--- src/rtl/yc422_pkg.sv ---
package yc422_pkg;

  typedef enum logic {
    XFER_WIDE   = 1'b0,
    XFER_NARROW = 1'b1
  } xfer_mode_e;

  function automatic int unsigned ptr_bits(input int unsigned depth);
    return (depth > 1) ? $clog2(depth) : 1;
  endfunction

endpackage

--- src/rtl/yc422_line_ctrl.sv ---
module yc422_line_ctrl
  import yc422_pkg::*;
#(
  parameter int DW = 8,
  localparam int EW = 2 * DW + 2
) (
  input  logic          clk,
  input  logic          rst,
  input  logic          mode_i,
  input  logic          sol_i,
  input  logic          valid_i,
  input  logic          active_i,
  input  logic [DW-1:0] y_i,
  input  logic [DW-1:0] cb_i,
  input  logic [DW-1:0] cr_i,
  output logic          push_o,
  output logic [EW-1:0] ent_o,
  output logic          narrow_o
);

  xfer_mode_e line_mode_q;
  xfer_mode_e eff_mode;
  logic       cr_turn_q;
  logic       eff_turn;
  logic       pass;
  logic [DW-1:0] chroma;

  always_comb begin
    eff_mode = sol_i ? xfer_mode_e'(mode_i) : line_mode_q;
    eff_turn = sol_i ? 1'b0 : cr_turn_q;
    pass     = valid_i && ((eff_mode == XFER_WIDE) || active_i);
    chroma   = eff_turn ? cr_i : cb_i;
  end

  assign push_o   = pass;
  assign ent_o    = {(eff_mode == XFER_NARROW), active_i, chroma, y_i};
  assign narrow_o = (line_mode_q == XFER_NARROW);

  always_ff @(posedge clk) begin
    if (rst) begin
      line_mode_q <= XFER_WIDE;
      cr_turn_q   <= 1'b0;
    end else begin
      if (sol_i) line_mode_q <= xfer_mode_e'(mode_i);
      if (pass)       cr_turn_q <= ~eff_turn;
      else if (sol_i) cr_turn_q <= 1'b0;
    end
  end

endmodule

--- src/rtl/yc422_fifo.sv ---
module yc422_fifo
  import yc422_pkg::*;
#(
  parameter int EW    = 18,
  parameter int DEPTH = 4,
  localparam int AW   = ptr_bits(DEPTH),
  localparam int CW   = $clog2(DEPTH + 1)
) (
  input  logic          clk,
  input  logic          rst,
  input  logic          push_i,
  input  logic [EW-1:0] wdata_i,
  input  logic          pop_i,
  output logic [EW-1:0] rdata_o,
  output logic          empty_o,
  output logic          full_o
);

  localparam logic [AW-1:0] LAST = AW'(DEPTH - 1);

  logic [EW-1:0] mem [DEPTH];
  logic [AW-1:0] wr_ptr, rd_ptr;
  logic [CW-1:0] count;
  logic          do_wr, do_rd;

  assign empty_o = (count == '0);
  assign full_o  = (count == CW'(DEPTH));
  assign do_wr   = push_i && !full_o;
  assign do_rd   = pop_i && !empty_o;
  assign rdata_o = mem[rd_ptr];

  always_ff @(posedge clk) begin
    if (do_wr) mem[wr_ptr] <= wdata_i;
  end

  always_ff @(posedge clk) begin
    if (rst) begin
      wr_ptr <= '0;
      rd_ptr <= '0;
      count  <= '0;
    end else begin
      if (do_wr) wr_ptr <= (wr_ptr == LAST) ? '0 : wr_ptr + 1'b1;
      if (do_rd) rd_ptr <= (rd_ptr == LAST) ? '0 : rd_ptr + 1'b1;
      case ({do_wr, do_rd})
        2'b10:   count <= count + 1'b1;
        2'b01:   count <= count - 1'b1;
        default: count <= count;
      endcase
    end
  end

endmodule

--- src/rtl/yc422_out_stage.sv ---
module yc422_out_stage #(
  parameter int DW = 8,
  localparam int EW = 2 * DW + 2
) (
  input  logic          clk,
  input  logic          rst,
  input  logic          empty_i,
  input  logic [EW-1:0] ent_i,
  input  logic          line_narrow_i,
  output logic          pop_o,
  output logic          half_o,
  output logic [DW-1:0] y_o,
  output logic [DW-1:0] cbcr_o,
  output logic          dvld_o,
  output logic          active_o
);

  logic          e_narrow, e_active;
  logic [DW-1:0] e_c, e_y;
  logic          half_q;
  logic [DW-1:0] luma_hold_q;

  assign {e_narrow, e_active, e_c, e_y} = ent_i;
  assign pop_o  = !empty_i && !half_q;
  assign half_o = half_q;

  always_ff @(posedge clk) begin
    if (rst) begin
      half_q      <= 1'b0;
      luma_hold_q <= '0;
      y_o         <= '0;
      cbcr_o      <= '0;
      dvld_o      <= 1'b0;
      active_o    <= 1'b0;
    end else if (half_q) begin
      y_o      <= luma_hold_q;
      dvld_o   <= 1'b1;
      active_o <= 1'b1;
      half_q   <= 1'b0;
    end else if (!empty_i) begin
      dvld_o <= 1'b1;
      if (e_narrow) begin
        y_o         <= e_c;
        luma_hold_q <= e_y;
        half_q      <= 1'b1;
        active_o    <= 1'b1;
      end else begin
        y_o      <= e_y;
        cbcr_o   <= e_c;
        active_o <= e_active;
      end
    end else begin
      dvld_o <= 1'b0;
      if (line_narrow_i) active_o <= 1'b1;
    end
  end

endmodule

--- src/rtl/yc422_port_fmt.sv ---
module yc422_port_fmt #(
  parameter int DW    = 8,
  parameter int DEPTH = 4
) (
  input  logic          clk,
  input  logic          rst,
  input  logic          mode_i,
  input  logic          sol_i,
  input  logic          in_valid_i,
  input  logic          in_active_i,
  input  logic [DW-1:0] in_y_i,
  input  logic [DW-1:0] in_cb_i,
  input  logic [DW-1:0] in_cr_i,
  output logic [DW-1:0] y_o,
  output logic [DW-1:0] cbcr_o,
  output logic          dvld_o,
  output logic          active_o
);

  localparam int EW = 2 * DW + 2;

  logic          push_req, line_narrow, pop_req;
  logic          fifo_empty, fifo_full, ser_half;
  logic [EW-1:0] wr_ent, rd_ent;

  yc422_line_ctrl #(.DW(DW)) u_line (
    .clk(clk), .rst(rst), .mode_i(mode_i), .sol_i(sol_i),
    .valid_i(in_valid_i), .active_i(in_active_i),
    .y_i(in_y_i), .cb_i(in_cb_i), .cr_i(in_cr_i),
    .push_o(push_req), .ent_o(wr_ent), .narrow_o(line_narrow)
  );

  yc422_fifo #(.EW(EW), .DEPTH(DEPTH)) u_fifo (
    .clk(clk), .rst(rst), .push_i(push_req), .wdata_i(wr_ent),
    .pop_i(pop_req), .rdata_o(rd_ent), .empty_o(fifo_empty), .full_o(fifo_full)
  );

  yc422_out_stage #(.DW(DW)) u_out (
    .clk(clk), .rst(rst), .empty_i(fifo_empty), .ent_i(rd_ent),
    .line_narrow_i(line_narrow), .pop_o(pop_req), .half_o(ser_half),
    .y_o(y_o), .cbcr_o(cbcr_o), .dvld_o(dvld_o), .active_o(active_o)
  );

endmodule

--- config.mk ---
export PLATFORM = sky130hd
export DESIGN_NAME = yc422_port_fmt
export DESIGN_NICKNAME = d
export VERILOG_FILES = /design/src/rtl/yc422_pkg.sv /design/src/rtl/yc422_line_ctrl.sv /design/src/rtl/yc422_fifo.sv /design/src/rtl/yc422_out_stage.sv /design/src/rtl/yc422_port_fmt.sv
export SDC_FILE = /design/constraint.sdc
export NUM_CORES = 1
export LEC_CHECK = 0
export ABC_CLOCK_PERIOD_IN_PS = 3200
export CAP_MARGIN = 25
export CORE_ASPECT_RATIO = 2
export CORE_MARGIN = 1
export CORE_UTILIZATION = 40
export CTS_BUF_LIST = sky130_fd_sc_hd__clkbuf_8 sky130_fd_sc_hd__clkbuf_16
export DETAILED_ROUTE_END_ITERATION = 10
export DONT_BUFFER_PORTS = 1
export PLACE_DENSITY = 0.62
export RECOVER_POWER = 50
export SLEW_MARGIN = 20
export SYNTH_ARGS = -nofsm -noshare
export SYNTH_HDL_FRONTEND = slang
export SYNTH_SLANG_ARGS = --single-unit
--- constraint.sdc ---
create_clock -name clk -period 3.2 [get_ports clk]
set_clock_uncertainty 0.15 [all_clocks]
set_input_delay 0.32 -clock clk [delete_from_list [all_inputs] [get_ports clk]]
set_output_delay 0.32 -clock clk [all_outputs]
set_load 0.1 [all_outputs]
==> metrics.cfg <==
[worst_setup_path]
path_class=flop to flop
worst_setup_path_end_kind=flop
critPathLaunchType=flop
cp_max_fo=7
reg2reg_depth=9
worstPathRequired_ns=3.32
crit_arrival_ns=2.71

[timing]
maxSlewHeadroom_pct=18.8
period_share_pct=81.0
fin_crit_ns=2.59
tightest_slew_ns=1.22
hold_viol_final=0
finalMaxSlewViolations=0
setup_ws_ns=0.609
final-setup-viol-count=0
rsz0062_at_grt=false
clock.fmax_mhz=386
setup_tns_ns=0

[global_routing]
antenna_found_initial=0
grt.busiest_layer=met2
grt_pass1_vias=2394
met3_usage_pct=3.91
grt_use_total_pct=15.8
grt_max_degree=37
grt_first_pass_wirelength_mm=12.6
grt.overflow.total=0
use_met2_pct=28.0
use_met1_pct=16.9

[cts]
path_clk_slew_ns=0.06
cts-resized-gates=0
clk_latency_ns=0.34
root_buffer=clkbuf_16
clock_sinks=110
cts_buffers=9
cts_setup_buffers=0
clock_path_buffers=2
cts_tree=done
cts_hold_repair.buffers=10
h-tree-depth=3

[finish]
nets=337
antenna_cells=0
final_common_cell=edfxtp_1
layout_common_cells=72 x edfxtp_1, 38 x dfxtp_1, 22 x mux2i_1
final_area_um2=4920
syn2layout_area_growth_pct=13.1
drive_gt1_share_pct=11.8

[route]
ant_nets=0
drt_wl_total_mm=8.09
detail_route.wl_per_cell_um=18.3
drc=0
drt-initial-drc-count=101
dr.pass1.iters=4
vias=2296
vias_per_cell=5.21

[synthesis]
yosysSeqAreaShare_pct=67.1
synth_xor_area_share_pct=0.604
synth_top_family_by_area=multiplexers
yosysUniqueCellTypes=31
ys_warn_count=0
synth-simple-area-share_pct=5.66
post_synth.cell_area_avg_um2=15.6
syn_nets=316
synthMuxAreaShare_pct=16.9
yosys_register_bits=110
synth-adder-area-share_pct=2.18
syn-instance-count=279
synth_area_um2=4350
synth_compound_area_share_pct=5.06

[placement]
place_congestion=0.742
place_hpwl_mm=5.59
port_buffers=0
dpl-instance-area_um2=4560
pre_cts_ws_ns=0.623

[power]
p_sw_share_pct=38.0
cellPowerDensity_nw_per_um2=916
power.switching_mw=1.71
pwr-share-comb_pct=27.5
peakVddDrop_mv=0.451
seq_power_share_pct=49.0
p_clk_share_pct=23.5
p_total_mw=4.51
power.internal_mw=2.80
total_leakage_power_nw=1.76

[worst_hold_path]
whs_path_depth=3
hold_class=input pin to flop

[die]
start_util_pct=41.3
dieArea_um2=11300
ios=48
placeableCoreArea_um2=10500
die_w_um=75.8
row_count=53
fp.dieH_um=150

[run]
maxCapViolations=0

[status]
outcome=completed

## Yosys cell counts, drive strengths merged
cell type   n  area, um^2
a21o        8        60.1
a21oi      10        50.1
and2        4        25.0
buf         7        43.8
clkbuf      8        30.0
dfxtp      38         761
edfxtp     72        2160
fa          1        20.0
ha          6        75.1
inv         9        33.8
mux2        8        90.1
mux2i      22         220
mux4       18         424
nand2       8        30.0
nand2b      1        6.26
nand3       6        35.0
nor2       21        78.8
nor3        4        31.3
nor4        2        12.5
o211a       1        10.0
o21ai      10        50.1
o22ai       8        50.1
or3         3        18.8
or3b        1        8.76
xnor2       1        8.76
xor2        2        17.5
## layer usage
layer | wire [um] | vias up
met3 | 332 | 12
met2 | 4520 | 49
li1 | - | 1095
met4 | 227 | 0
met5 | 0 | -
met1 | 3000 | 1140
## state kept, by name (all words and copies together), names as in the netlist, named ones only
name / flops
u_fifo.wr_ptr: 2
u_fifo.mem: 72
u_out.cbcr_o: 8
u_out.dvld_o: 1
u_out.active_o: 1
u_fifo.count: 3
u_out.luma_hold_q: 8
u_line.narrow_o: 1
u_out.half_o: 1
u_line.cr_turn_q: 1
u_out.y_o: 8
u_fifo.rd_ptr: 2
## logic make-up after synthesis
family | after synthesis
compound gates | 37
xor+xnor | 3
mux | 48
simple gates | 50
buf+inv | 24
fa+ha+maj | 7
flops | 110
## area by class of cell
class                   count  area (um^2)
fillers                   932         5620
flip-flops and latches    110         2920
multi-input cells         145         1320
clock buffers               9          225
repair buffers             25          193
well taps                 137          171
clock inverters             6         56.3
inverters                   9         33.8
## power by group through the flow
| stage | clock network [mW] | logic, mW | registers (mW) |
|---|---|---|---|
| 2_1_floorplan | 0 | 0.830 | 2.41 |
| 3_3_place_gp | 0 | 1.25 | 2.24 |
| 3_5_place_dp | 0 | 1.27 | 2.25 |
| 4_1_cts | 1.09 | 1.30 | 2.22 |
| 5_1_grt | 1.15 | 1.36 | 2.24 |
| 6_report | 1.06 | 1.24 | 2.21 |
## critical path, stage by stage (launching register included)
cell and delay (ns):
dfxtp_1 0.39, or3b_2 0.46, o211a_1 0.21, inv_1 0.08, ha_1 0.18, inv_1 0.06, fa_1 0.37, xor2_1 0.16
or3_1 0.31, a21oi_1 0.16
## per-stage QoR
step | cells | utilization (%) | hold WS (ns)
floorplan | 279 | - | 0.269
global route | 441 | 46.7 | 0.101
finish | 441 | 46.7 | 0.0850
global placement | 416 | 43.3 | 0.243
CTS | 441 | 47.0 | 0.0774
detailed placement | 416 | 43.3 | 0.248
## path summary, 6_finish.rpt
check / from / end / slack, ns
min: in_valid_i / u_line.cr_turn_q$_SDFF_PP0_ / 0.08
max reg2reg: u_fifo.count[2]$_SDFFE_PP0P_ / u_fifo.count[2]$_SDFFE_PP0P_ / 0.61
max: u_fifo.count[2]$_SDFFE_PP0P_ / u_fifo.count[2]$_SDFFE_PP0P_ / 0.61
min reg2reg: u_out.luma_hold_q[3]$_SDFFE_PP0P_ / u_out.luma_hold_q[3]$_SDFFE_PP0P_ / 0.30
Note: power is estimated with default switching activity, not from simulation.
